### src/rtl/hmb_pkg.sv
package hmb_pkg;
  // status word bit positions
  localparam int unsigned STAT_OVR_BIT = 0;
  localparam int unsigned STAT_RDY_BIT = 1;
  localparam int unsigned STAT_BSY_BIT = 2;

  typedef enum logic [1:0] {
    REG_MBOX = 2'b00,
    REG_STAT = 2'b01,
    REG_RSV2 = 2'b10,
    REG_RSV3 = 2'b11
  } hreg_e;

  // low three status bits from the three flags
  function automatic logic [2:0] pack_status(input logic bsy, input logic rdy, input logic ovr);
    logic [2:0] s;
    s = '0;
    s[STAT_BSY_BIT] = bsy;
    s[STAT_RDY_BIT] = rdy;
    s[STAT_OVR_BIT] = ovr;
    return s;
  endfunction
endpackage

### src/rtl/hmb_inbox.sv
module hmb_inbox #(
  parameter int unsigned W = 8
) (
  input  logic         clk,
  input  logic         rst_n,
  input  logic         wr_req,
  input  logic [W-1:0] wr_data,
  input  logic         pop,
  output logic [W-1:0] data,
  output logic         busy,
  output logic         overrun_set
);
  logic accept;
  logic pop_eff;

  assign accept      = wr_req & ~busy;
  assign overrun_set = wr_req & busy;
  assign pop_eff     = pop & busy;

  always_ff @(posedge clk) begin
    if (!rst_n) begin
      data <= '0;
      busy <= 1'b0;
    end else begin
      if (accept) begin
        data <= wr_data;
        busy <= 1'b1;
      end else if (pop_eff) begin
        busy <= 1'b0;
      end
    end
  end


  accept_load_chk: assert property (@(posedge clk) disable iff (!rst_n)
    accept |=> busy && (data == $past(wr_data)));

  busy_hold_chk: assert property (@(posedge clk) disable iff (!rst_n)
    busy && !pop |=> busy);

  drop_stable_chk: assert property (@(posedge clk) disable iff (!rst_n)
    overrun_set |=> $stable(data));
endmodule

### src/rtl/hmb_outbox.sv
module hmb_outbox #(
  parameter int unsigned W = 8
) (
  input  logic         clk,
  input  logic         rst_n,
  input  logic         push,
  input  logic [W-1:0] push_data,
  input  logic         push_last,
  input  logic         take,
  output logic [W-1:0] data,
  output logic         last,
  output logic         full,
  output logic         push_ok
);
  logic take_eff;

  assign push_ok  = push & ~full;
  assign take_eff = take & full;

  always_ff @(posedge clk) begin
    if (!rst_n) begin
      data <= '0;
      last <= 1'b0;
      full <= 1'b0;
    end else begin
      if (push_ok) begin
        data <= push_data;
        last <= push_last;
        full <= 1'b1;
      end else if (take_eff) begin
        full <= 1'b0;
      end
    end
  end


  refuse_push_chk: assert property (@(posedge clk) disable iff (!rst_n)
    push && full && !take |=> full && $stable(data));

  take_clear_chk: assert property (@(posedge clk) disable iff (!rst_n)
    take && full |=> !full);
endmodule

### src/rtl/host_mailbox.sv
module host_mailbox
  import hmb_pkg::*;
#(
  parameter int unsigned DATA_W = 8,
  parameter int unsigned ADDR_W = 2
) (
  input  logic              clk,
  input  logic              rst_n,
  input  logic              host_sel,
  input  logic              host_rd,
  input  logic              host_wr,
  input  logic [ADDR_W-1:0] host_addr,
  input  logic [DATA_W-1:0] host_wdata,
  output logic [DATA_W-1:0] host_rdata,
  output logic              host_irq_n,
  output logic [DATA_W-1:0] core_in_data,
  output logic              core_in_valid,
  input  logic              core_pop,
  input  logic              core_push,
  input  logic [DATA_W-1:0] core_push_data,
  input  logic              core_push_last,
  output logic              core_push_ready,
  input  logic              core_boot_mode
);
  localparam int unsigned STAT_LSB_W = 3;

  // named internal events
  logic host_wr_mbox, host_rd_mbox, host_rd_stat, host_wr_other;
  logic in_busy, ovr_set, overrun;
  logic [DATA_W-1:0] out_data;
  logic out_last, out_full, push_ok, msg_done, pending;
  logic [DATA_W-1:0] stat_word;

  assign host_wr_mbox  = host_sel & host_wr & (host_addr == ADDR_W'(REG_MBOX));
  assign host_wr_other = host_sel & host_wr & (host_addr != ADDR_W'(REG_MBOX));
  assign host_rd_mbox  = host_sel & host_rd & (host_addr == ADDR_W'(REG_MBOX));
  assign host_rd_stat  = host_sel & host_rd & (host_addr == ADDR_W'(REG_STAT));

  hmb_inbox #(.W(DATA_W)) u_inbox (
    .clk(clk), .rst_n(rst_n),
    .wr_req(host_wr_mbox), .wr_data(host_wdata),
    .pop(core_pop), .data(core_in_data),
    .busy(in_busy), .overrun_set(ovr_set)
  );

  hmb_outbox #(.W(DATA_W)) u_outbox (
    .clk(clk), .rst_n(rst_n),
    .push(core_push), .push_data(core_push_data), .push_last(core_push_last),
    .take(host_rd_mbox), .data(out_data), .last(out_last),
    .full(out_full), .push_ok(push_ok)
  );

  assign core_in_valid   = in_busy;
  assign core_push_ready = ~out_full;
  assign msg_done        = host_rd_mbox & out_full & out_last;

  always_ff @(posedge clk) begin
    if (!rst_n) begin
      overrun <= 1'b0;
      pending <= 1'b0;
    end else begin
      if (ovr_set)           overrun <= 1'b1;
      else if (host_rd_stat) overrun <= 1'b0;
      if (push_ok && !core_boot_mode) pending <= 1'b1;
      else if (msg_done)               pending <= 1'b0;
    end
  end

  assign host_irq_n = ~(pending & ~core_boot_mode);

  always_comb begin
    stat_word = '0;
    stat_word[STAT_LSB_W-1:0] = pack_status(in_busy, out_full, overrun);
  end

  always_comb begin
    host_rdata = '0;
    if (host_sel && host_rd) begin
      case (host_addr)
        ADDR_W'(REG_MBOX): host_rdata = out_data;
        ADDR_W'(REG_STAT): host_rdata = stat_word;
        default:           host_rdata = '0;
      endcase
    end
  end


  ovr_clear_chk: assert property (@(posedge clk) disable iff (!rst_n)
    host_rd_stat && !ovr_set |=> !overrun);

  irq_release_chk: assert property (@(posedge clk) disable iff (!rst_n)
    msg_done |=> host_irq_n);

  irq_raise_chk: assert property (@(posedge clk) disable iff (!rst_n)
    push_ok && !core_boot_mode |=> !host_irq_n || core_boot_mode);

  other_wr_chk: assert property (@(posedge clk) disable iff (!rst_n)
    host_wr_other && !core_pop |=> $stable(core_in_data) && $stable(in_busy));
endmodule

### config.mk
export PLATFORM = sky130hd
export DESIGN_NAME = host_mailbox
export DESIGN_NICKNAME = d
export VERILOG_FILES = /design/src/rtl/hmb_pkg.sv /design/src/rtl/hmb_inbox.sv /design/src/rtl/hmb_outbox.sv /design/src/rtl/host_mailbox.sv
export SDC_FILE = /design/constraint.sdc
export NUM_CORES = 1
export LEC_CHECK = 0
export CAP_MARGIN = 15
export CORE_ASPECT_RATIO = 1.4
export CORE_MARGIN = 2
export CORE_UTILIZATION = 25
export DETAILED_ROUTE_END_ITERATION = 7
export GPL_TIMING_DRIVEN = 0
export PLACE_DENSITY = 0.59
export SLEW_MARGIN = 25
export SYNTH_ARGS = -nofsm -noshare
export SYNTH_HDL_FRONTEND = slang
export SYNTH_SLANG_ARGS = --single-unit
### constraint.sdc
create_clock -name clk -period 1.1 [get_ports clk]
set_input_delay 0.165 -clock clk [delete_from_list [all_inputs] [get_ports clk]]
set_output_delay 0.165 -clock clk [all_outputs]
set_load 0.005 [all_outputs]
# Yosys cells after proc, flatten, opt, wreduce, memory -nomap -nowiden
# Index checks and enable logic that the tools add are counted.
[word_totals]
memories = 0
in_bits = 27
regBits = 21
latch_bits = 0
mem_bits_rw = 0
romBits = 0
word_cells = 42
[classes]
n_reduce_logical = 8
order_cmp = 0
mux = 10
addsub = 0
bitwise = 16
eq_ne = 1
n_mul = 0
n_div = 0
shift = 0
[op_table]
columns = ["op", "n"]
rows = [
  ["$pmux 8 s2", 1],
  ["$and 1x1->1", 12],
  ["$mux 1", 8],
  ["$mux 8", 1],
  ["$reduce_bool 2->1", 4],
  ["$not 1->1", 4],
  ["$eq 2x1->1 const B", 1],
  ["$logic_and 1x1->1", 2],
  ["$logic_not 2->1", 1],
  ["$logic_not 1->1", 1],
]

# Longest topological paths before layout
# Gate-level depths: netlist of the first run.
[logic_depth]
ltp_word = 6
depth_mapped = 4

# Cells and area by module
# A second synthesis of the first run with hierarchy kept.
[hier_totals]
cells_unflattened = 108
hier_area_um2 = 974.7
[by_module_without_submodules]
columns = ["module", "area_per_inst_um2", "cells_per_inst", "n_inst"]
rows = [
  ["hmb_outbox", 410.4, 43, 1],
  ["hmb_inbox", 376.6, 40, 1],
  ["host_mailbox", 187.7, 25, 1],
]

# Worst setup path before layout of the first run
# OpenSTA, ideal clock, no wires.
[synth_timing]
kind = "register -> register"
start = "reg u_inbox.busy"
end = "reg u_inbox.busy"
arrival_ns = 0.879
synth_period_minus_slack_ns = 0.993
n_path_buf = 1
required_time_ns = 0.985
stages_incl_launch_ff = 4
path_slack_ns = 0.107
cell_sequence = "dfxtp_1 and4b_1 buf_6 o21a_1"
[synth_between]
elab_chain_len = 3
elab_cells_between_ends = 5
cone_classes = "1 x mux; 3 x bitwise; 1 x reduce/logical"
[synth_rtl]
columns = ["element", "line", "rtl"]
rows = [
  ["from (decl)", "hmb_inbox.sv:10", "output logic busy,"],
  ["from (signal assigned)", "hmb_inbox.sv:23", "busy <= 1'b0;"],
  ["from (signal assigned)", "hmb_inbox.sv:27", "busy <= 1'b1;"],
  ["from (signal assigned)", "hmb_inbox.sv:29", "busy <= 1'b0;"],
  ["$not 1->1", "hmb_inbox.sv:16", "assign accept = wr_req & ~busy;"],
  ["$and 1x1->1", "hmb_inbox.sv:16", ""],
  ["$mux 1 or $reduce_bool 2->1 (tied branches)", "-", ""],
]
# Parallel ways exist; a longest one is shown, timed or not.
# A chain may end at the register's enable or synchronous reset.

# Worst setup path after layout of the first run
[layout_timing]
start = "in host_rd"
end = "out host_rdata[2]"
[layout_between]
elab_chain_len = 2
[layout_rtl]
columns = ["element", "line", "rtl"]
rows = [
  ["from (decl)", "host_mailbox.sv:10", "input logic host_rd,"],
  ["$logic_and 1x1->1", "host_mailbox.sv:78", "if (host_sel && host_rd) begin"],
  ["$mux 8", "host_mailbox.sv:78", ""],
  ["to (decl)", "host_mailbox.sv:14", "output logic [DATA_W-1:0] host_rdata,"],
]
# No other way between the ends.

==> results by group, run 1 <==
Synthesis
  – Synth cell types: 21
  – Post-Syn Instances: 106
  – Share of the synthesized area in the top cell type: 44.8%
  – Largest area contributor in the netlist: dfxtp_1
  – Sequential element share of the synthesized area: 44.8%
  – Cell area after synthesis: 938 um2
  – Post-synthesis register bit count: 21
  – Synth warnings: 0
  – Post-Syn Nets: 133
  – Top post-synthesis cells by area: dfxtp_1 45%, nand2_1 14%, mux2i_1 8.5%, a21boi_0 8.0%, and2_2 4.0%
  – Syn Area/Cell: 8.85 um2

Global route
  – Initial antenna violation count: 0
  – Maximum number of pins on one net before global-route repair: 12
  – Total global-route track usage: 12.7%
  – Vias in the first global route: 996
  – First-pass GRT wire length: 4340 um
  – Overflow after GRT: 0

Layout
  – Layout area overhead: 67.1%
  – Share of layout cells above drive strength 1: 29.3%
  – Final Net Count: 192
  – Final Non-Filler Cells: 206
  – Ant. Diodes: 0
  – Filler cells: 385

Run status
  – Failing checks: negative setup slack
  – Status: finished, violations left

Critical path
  – Required @ worst endpoint: 0.94 ns
  – Critical path's slowest cell: a22o_4
  – Crit Path Class: in2out
  – CP Max Fanout: 4
  – Crit path buf inv count: 3
  – Worst setup SP type: input pin
  – Crit path DAT: 1.00 ns
  – Critical path's top delay family: buffers and inverters
  – Setup crit end kind: output port
  – Crit-path max cell delay: 0.25 ns
  – Crit-path cells: buf_2 -> and4bb_1 -> buf_4 -> a22o_4 -> buf_6

Detailed routing
  – Drt first pass iters: 4
  – Avg WL per Cell: 12.0 um
  – Post-route DRC: 0
  – Initial DRC count: 13
  – Total Wirelength: 2480 um
  – Routed via count: 911
  – Vias per std cell: 4.42
  – Routed Antenna Nets: 0

CTS
  – Clk sink count: 21
  – CTS tree: yes
  – CTS Buf Count: 3
  – H-tree levels: 1
  – Reg clk slew, reported paths: 0.07 ns
  – Skew-Pair Late Insertion Delay: 0.26 ns
  – CTS root buf: clkbuf_8
  – Clock tree buffer depth: 2

Die
  – Std cell rows: 26
  – IO Pins: 46
  – Initial Utilization: 26.0%
  – Core Area: 3610 um2
  – Die area: 4270 um2
  – Die Height: 76.5 um
  – Die X: 55.8 um

STA
  – Worst-margin pin slew: 0.416 ns
  – Final period util: 106%
  – Hold WS: 0.203 ns
  – RSZ-0062 raised after global routing: true
  – Fin worst setup slack: -0.0687 ns
  – Post-layout minimum cycle time: 1.17 ns
  – Max Transition Viols Final: 0
  – Fmax: 856 MHz
  – Worst rel slew slack: 72.2%
  – Final setup fails: 6
  – Worst clock skew: 0.00283 ns
  – Fin. Hold Viols: 0

Placement
  – Placed insts: 192
  – Post-detail-place hpwl: 1760 um
  – PortBufs: 44
  – Gpl congestion: 0.683

Job
  – Max-cap violation count: 0

Worst hold path
  – Hold Crit Class: in2reg

Pwr
  – Power Density: 1010 nW/um2
  – Pleak: 0.686 nW
  – Maximum VDD drop: 0.000611 V
path summary, 6_finish.rpt:
path / from / endpoint / slack, ns / cells after the start
setup / recovery: host_rd / host_rdata[2] / -0.07 / 5
hold / removal: host_addr[0] / overrun$_SDFFE_PN0P_ / 0.20 / 4
setup reg to reg: u_inbox.busy$_SDFFE_PN0P_ / u_inbox.data[6]$_SDFFE_PN0P_ / 0.02 / 3
hold reg to reg: u_inbox.data[2]$_SDFFE_PN0P_ / u_inbox.data[2]$_SDFFE_PN0P_ / 0.45 / 2
metrics by stage:
stage | setup slack, ns | setup TNS (ns) | area [um2] | util, % | total power [W]
3_3_place_gp | -0.781 | -10.76 | 1430 | 39.6 | 0.00107
5_1_grt | -0.0939 | -0.613 | 1570 | 43.4 | 0.00167
2_1_floorplan | 0.107 | 0 | 938 | - | 0.000926
3_5_place_dp | -0.788 | -11.66 | 1430 | 39.6 | 0.00108
4_1_cts | -0.129 | -0.762 | 1540 | 42.7 | 0.00159
6_report | -0.0687 | -0.341 | 1570 | 43.4 | 0.00158
state kept, by name (all words and copies together), names as in the netlist:
name	count
u_inbox.data	8
u_outbox.data	8
overrun	1
pending	1
u_inbox.busy	1
u_outbox.full	1
u_outbox.last	1
logic make-up after synthesis:
| group | count (synthesis) | share of synthesized area [%] |
|---|---|---|
| buffers and inverters | 9 | 6.00 |
| flip-flops | 21 | 44.8 |
| AND/OR/NAND/NOR | 51 | 26.4 |
| AO/OA/AOI/OAI | 17 | 14.3 |
| multiplexers | 8 | 8.53 |
repair_timing:
| item | CTS | global route |
|---|---|---|
| endpoints found under the hold margin | 0 | 0 |
| setup endpoints to repair | 26 | 28 |
| cloned | 2 | 1 |
| setup buffers | 8 | 0 |
| hold buffers | 0 | 0 |
| pin swaps | 7 | 0 |
| resized for setup | 80 | 14 |
tightest hold or removal path, stage by stage:
cell      delay [ns]
buf_6           0.07
nor2_1          0.04
nand4_1         0.08
a21boi_0        0.07
layout by cell type, fill, tap and decap left out:
cell              n
nor2_1            3
a22o_4            1
clkbuf_8          3
dlygate4sd2_1     9
clkdlybuf4s50_1  20
a31oi_1           1
nor2b_2           1
a21boi_0         10
dfxtp_4           2
clkbuf_1          2
buf_6            14
and4bb_1          1
buf_4            10
clkbuf_2          1
and2_2            2
mux2i_1           8
dfxtp_1          17
nor2b_1           1
dfxtp_2           2
and4b_2           2
nand2b_1          3
clkdlybuf4s15_1   1
and2_4            3
o21a_1            3
nand4_1           1
a22o_2            2
nand2_1          34
inv_1             2
buf_2             5
per-layer routing:
metal	wire, um	up-vias	share of wire, %	global-route usage [%]
met4	34	0	1.4	4.39
met1	911	411	37	11.4
met3	181	3	7.3	3.74
met5	0	-	0	0
li1	-	464	-	-
met2	1350	33	54	25.6
layout make-up:
cell class | count | area [um2] | area share [%]
timing repair buffer | 54 | 504 | 32.2
multi-input combinational | 76 | 477 | 30.4
sequential | 21 | 430 | 27.5
tap | 42 | 52.6 | 3.35
buffer | 7 | 51.3 | 3.27
clock buffer | 4 | 45.0 | 2.87
inverter | 2 | 7.51 | 0.479
Yosys cell counts (all sizes together):
library cell	number
nor2b	2
mux2i	8
a22o	3
nand2	34
nand2b	3
clkbuf	2
dfxtp	21
a31oi	1
inv	2
and4b	2
nand4	1
and2	5
o21a	3
and4bb	1
nor2	3
buf	5
a21boi	10
report_power, final:
group / internal, W / total (W) / switching [W]
Combinational: 0.000163 / 0.000261 / 0.0000979
Sequential: 0.000792 / 0.000811 / 0.0000191
Clock: 0.000258 / 0.000506 / 0.000248
Power figures use the tool's default switching activity.
==> run 2, diff against run 1 <==
CAP_MARGIN = 10   (was 15)
CORE_UTILIZATION = 39   (was 25)
CTS_CLUSTER_SIZE = 12   (was default)
PLACE_DENSITY = 0.83   (was 0.59)
==> results by group, run 2 (same netlist as run 1, synthesis figures left out) <==
Job
  – Max-cap violation count: 0

Critical path
  – Crit path buf inv count: 2
  – Crit path DAT: 1.08 ns
  – Setup crit end kind: output port
  – Worst setup SP type: register
  – Crit-path cells: buf_6 -> a22o_4 -> buf_6
  – Crit-path max cell delay: 0.34 ns
  – Required @ worst endpoint: 0.94 ns
  – Most used cell, CP: buf_6
  – Critical path's top delay family: flip-flops
  – Critical path's slowest cell: dfxtp_2
  – Crit Path Class: reg2out
  – CP Max Fanout: 4

Detailed routing
  – Routed via count: 905
  – Initial DRC count: 9
  – Vias per std cell: 4.87
  – Avg WL per Cell: 12.6 um
  – Total Wirelength: 2340 um
  – Routed Antenna Nets: 0
  – Drt first pass iters: 4
  – Post-route DRC: 0

Pwr
  – Sequential share of power: 55.9%
  – Maximum VDD drop: 0.000698 V
  – Sw Pwr: 0.000349 W
  – Sw Share: 24.0%
  – Overall Power: 0.00146 W
  – Power Density: 940 nW/um2
  – P_int: 0.00111 W
  – Comb pwr share: 18.4%
  – Pleak: 0.681 nW
  – Clock power share: 25.7%

Die
  – Die area: 2820 um2
  – IO Pins: 46
  – Initial Utilization: 40.1%
  – Core Area: 2340 um2
  – Die Height: 62.0 um
  – Std cell rows: 21
  – Die X: 45.5 um

Run status
  – Failing checks: negative setup slack
  – Status: finished, violations left

Layout
  – Ant. Diodes: 0
  – Share of layout cells above drive strength 1: 35.0%
  – Final Net Count: 191
  – Most common cell after layout, fill and taps aside: nand2_1
  – Layout area overhead: 65.3%
  – Filler cells: 198
  – Area of the multi-input gates: 483 um2
  – Most frequent cells in the layout: 34 x nand2_1, 21 x clkdlybuf4s50_1, 17 x buf_6
  – Register area: 437 um2
  – Top Registers: u_inbox.data: 8 flops, u_outbox.data: 8 flops

Global route
  – Overflow after GRT: 0
  – Initial antenna violation count: 0
  – Vias in the first global route: 903
  – First-pass GRT wire length: 3690 um
  – Total global-route track usage: 17.8%
  – Maximum number of pins on one net before global-route repair: 12

STA
  – Final period util: 113%
  – RSZ-0062 raised after global routing: true
  – Post-layout minimum cycle time: 1.24 ns
  – Fin worst setup slack: -0.141 ns
  – Fin. Hold Viols: 0
  – Final setup fails: 14
  – Max Transition Viols Final: 0
  – Worst clock skew: 0.00389 ns
  – Hold WS: 0.154 ns
  – Worst-margin pin slew: 0.374 ns
  – Worst rel slew slack: 75.1%
  – Fmax: 806 MHz

Placement
  – PortBufs: 44
  – Post-detail-place hpwl: 1700 um
  – Gpl congestion: 0.682

CTS
  – CTS root buf: clkbuf_4
  – Clk sink count: 21
  – CTS tree: yes
  – CTS Buf Count: 3
  – Hold_buf cts: 0
  – Reg clk slew, reported paths: 0.11 ns
  – Clock tree buffer depth: 2
  – H-tree levels: 1
  – Skew-Pair Late Insertion Delay: 0.31 ns

Worst hold path
  – Hold Crit Class: in2reg
[run 2: what timing repair did]
action / 4_1_cts / 5_1_grt
setup buffers: 5 / 2
cloned: 1 / 1
pin swaps: 7 / 4
endpoints found under the setup margin: 19 / 20
gates resized for setup: 85 / 22
[run 2: layer usage]
layer	share of wire, %	wire [um]	track usage, %	up-vias
met2	57	1330	36.0	35
li1	-	-	-	461
met3	6.9	160	3.76	7
met5	0	0	0	-
met4	2.1	48	6.30	0
met1	34	797	16.9	402
[run 2: metrics by stage]
| step | instance area, um2 | cells | util [%] | setup slack (ns) | TNS [ns] |
|---|---|---|---|---|---|
| after detailed placement | 1410 | 173 | 60.2 | -0.771 | -11.33 |
| after global placement | 1410 | 173 | 60.2 | -0.771 | -10.45 |
| after floorplan | 938 | 106 | - | 0.107 | 0 |
| final | 1550 | 186 | 66.3 | -0.141 | -0.658 |
| after CTS | 1480 | 183 | 63.1 | -0.147 | -0.653 |
| after global routing | 1550 | 186 | 66.3 | -0.167 | -1.19 |
[run 2: worst paths after layout]
path	start	end	slack (ns)	cells past startpoint
hold / removal	host_addr[1]	overrun$_SDFFE_PN0P_	0.15	4
setup reg to reg	u_inbox.busy$_SDFFE_PN0P_	u_inbox.data[5]$_SDFFE_PN0P_	-0.05	4
setup / recovery	u_inbox.busy$_SDFFE_PN0P_	host_rdata[2]	-0.14	3
hold reg to reg	u_inbox.data[3]$_SDFFE_PN0P_	u_inbox.data[3]$_SDFFE_PN0P_	0.46	2
[run 2: tightest hold or removal path, stage by stage]
cell and delay [ns]:
buf_6 0.07, nor2_1 0.04, nand4_1 0.08, a21boi_0 0.07
[run 2: power groups by stage]
stage / logic [W] / registers, W / clock network [W]
6_report: 0.000268 / 0.000816 / 0.000375
5_1_grt: 0.000295 / 0.000821 / 0.000411
4_1_cts: 0.000246 / 0.000814 / 0.000383
3_5_place_dp: 0.000243 / 0.000829 / 0
3_3_place_gp: 0.000236 / 0.000827 / 0
2_1_floorplan: 0.000100 / 0.000825 / 0
[run 2: cell type report]
class                      count  area share (%)
buffer                         7            3.15
clock buffer                   4            1.69
inverter                       2           0.484
multi-input combinational     76            31.1
sequential                    21            28.1
tap                           23            1.85
timing repair buffer          53            33.5
==> run 3, diff against run 2 <==
CORE_ASPECT_RATIO = 0.8   (was 1.4)
==> results by group, run 3 (same netlist as run 1, synthesis figures left out) <==
Critical path
  – R2r worst-path depth: 4
  – Required @ worst endpoint: 0.94 ns
  – Setup crit end kind: output port
  – R2r endpoint: u_inbox.data[0]$_SDFFE_PN0P_
  – Worst setup SP type: register
  – Register-to-register setup slack: -0.11 ns
  – Instance count on the critical path: 3
  – Critical path's top delay family: flip-flops
  – FF-to-FF Start: u_inbox.busy$_SDFFE_PN0P_
  – CP Max Fanout: 3
  – Crit-path max cell delay: 0.35 ns
  – Crit-path cells: buf_6 -> a22o_4 -> buf_6
  – Critical path's slowest cell: dfxtp_2
  – Crit path buf inv count: 2
  – Crit path DAT: 1.11 ns
  – Most used cell, CP: buf_6
  – Crit Path Class: reg2out

Layout
  – Layout area overhead: 75.2%
  – Filler cells: 157
  – Most common cell after layout, fill and taps aside: nand2_1
  – Final Net Count: 196
  – Share of layout cells above drive strength 1: 42.9%
  – Most frequent cells in the layout: 29 x nand2_1, 22 x buf_6, 20 x clkdlybuf4s50_1
  – Final Non-Filler Cells: 193
  – Top Registers: u_inbox.data: 8 flops, u_outbox.data: 8 flops
  – Ant. Diodes: 0

STA
  – Post-layout minimum cycle time: 1.28 ns
  – Fmax: 784 MHz
  – Fin. Hold Viols: 0
  – Final setup fails: 17
  – RSZ-0062 raised after global routing: true
  – Worst clock skew: 0.0111 ns
  – Worst rel slew slack: 73.9%
  – Fin worst setup slack: -0.175 ns
  – Final period util: 116%
  – Max Transition Viols Final: 0
  – Total negative slack: -1.18 ns
  – Worst-margin pin slew: 0.392 ns

Die
  – IO Pins: 46
  – Std cell rows: 15
  – Core Area: 2210 um2
  – Die X: 58.8 um
  – Die area: 2820 um2
  – Die Height: 47.9 um
  – Initial Utilization: 42.4%

CTS
  – Hold_buf cts: 0
  – Reg clk slew, reported paths: 0.13 ns
  – CTS Buf Count: 3
  – H-tree levels: 1
  – Clk sink count: 21
  – Clock tree buffer depth: 2
  – Skew-Pair Late Insertion Delay: 0.31 ns
  – CTS root buf: clkbuf_4
  – CTS tree: yes

Placement
  – Setup slack at placement: -0.810 ns
  – Post-detail-place hpwl: 1740 um
  – Placed insts: 175
  – Gpl congestion: 0.739
  – PortBufs: 44

Detailed routing
  – Drt first pass iters: 6
  – Routed via count: 953
  – Vias per std cell: 4.94
  – Post-route DRC: 2
  – Avg WL per Cell: 15.1 um
  – Routed Antenna Nets: 0
  – Initial DRC count: 38
  – Total Wirelength: 2910 um

Job
  – Max-cap violation count: 0

Worst hold path
  – Hold EP: overrun$_SDFFE_PN0P_
  – Hold Crit Class: in2reg
  – Hold-critical path depth: 3
  – Hold Crit Start: host_sel

Global route
  – Overflow after GRT: 0
  – Vias in the first global route: 882
  – Total global-route track usage: 18.8%
  – Maximum number of pins on one net before global-route repair: 13
  – Initial antenna violation count: 0
  – First-pass GRT wire length: 3820 um

Pwr
  – Power Density: 923 nW/um2
  – Pleak: 0.717 nW
  – Maximum VDD drop: 0.000628 V

Run status
  – Status: finished, violations left
  – Failing checks: design-rule violations, negative setup slack
[run 3: cell type report]
cell class	count	area, um2	area share, %
multi-input cells	76	517	31.4
clock inverters	1	5.00	0.304
repair buffers	58	567	34.5
clock buffers	3	22.5	1.37
plain buffers	7	55.1	3.35
flip-flops and latches	21	437	26.6
inverters	2	10.0	0.609
well taps	25	31.3	1.90
[run 3: routing by layer]
metal / track usage (%) / share of wire (%) / vias up
met5: 0 / 0 / -
li1: - / - / 471
met1: 20.9 / 42 / 452
met3: 4.59 / 4.3 / 4
met4: 7.27 / 1.4 / 0
met2: 35.6 / 52 / 26
[run 3: worst max-delay path by stage]
| stage | startpoint | slack, ns | end |
|---|---|---|---|
| global placement | host_addr[0] | -0.77 | host_rdata[0] |
| CTS | u_outbox.full$_SDFFE_PN0P_ | -0.20 | host_rdata[1] |
| finish | u_outbox.full$_SDFFE_PN0P_ | -0.18 | host_rdata[1] |
| global route | u_outbox.full$_SDFFE_PN0P_ | -0.20 | host_rdata[1] |
| detailed placement | host_addr[0] | -0.81 | host_rdata[1] |
| floorplan | u_inbox.busy$_SDFFE_PN0P_ | 0.11 | u_inbox.busy$_SDFFE_PN0P_ |
[run 3: worst min-delay path, stage by stage]
cell and delay [ns]:
buf_6 0.10, nand4_1 0.07, a21boi_0 0.07
[run 3: through the flow]
| stage | utilization [%] | power, W | area [um2] | hold slack (ns) |
|---|---|---|---|---|
| after floorplan | - | 0.000926 | 938 | 0.307 |
| after global placement | 63.7 | 0.00106 | 1410 | 0.442 |
| after detailed placement | 63.7 | 0.00107 | 1410 | 0.454 |
| after CTS | 69.4 | 0.00146 | 1540 | 0.132 |
| after global routing | 74.2 | 0.00159 | 1640 | 0.127 |
| final | 74.2 | 0.00152 | 1640 | 0.136 |
[run 3: what timing repair did]
item,in CTS,in global routing
setup endpoints to repair,19,34
pin swaps,6,8
gates resized for setup,98,38
gates cloned,1,2
buffers inserted,7,4
[run 3: report_power, final]
group	leakage (nW)	internal, W	switching, W	total (W)
Clock	0.0177	0.000136	0.000243	0.000379
Combinational	0.522	0.000196	0.000125	0.000320
Sequential	0.177	0.000797	0.0000213	0.000818
Total	0.717	0.00113	0.000389	0.00152
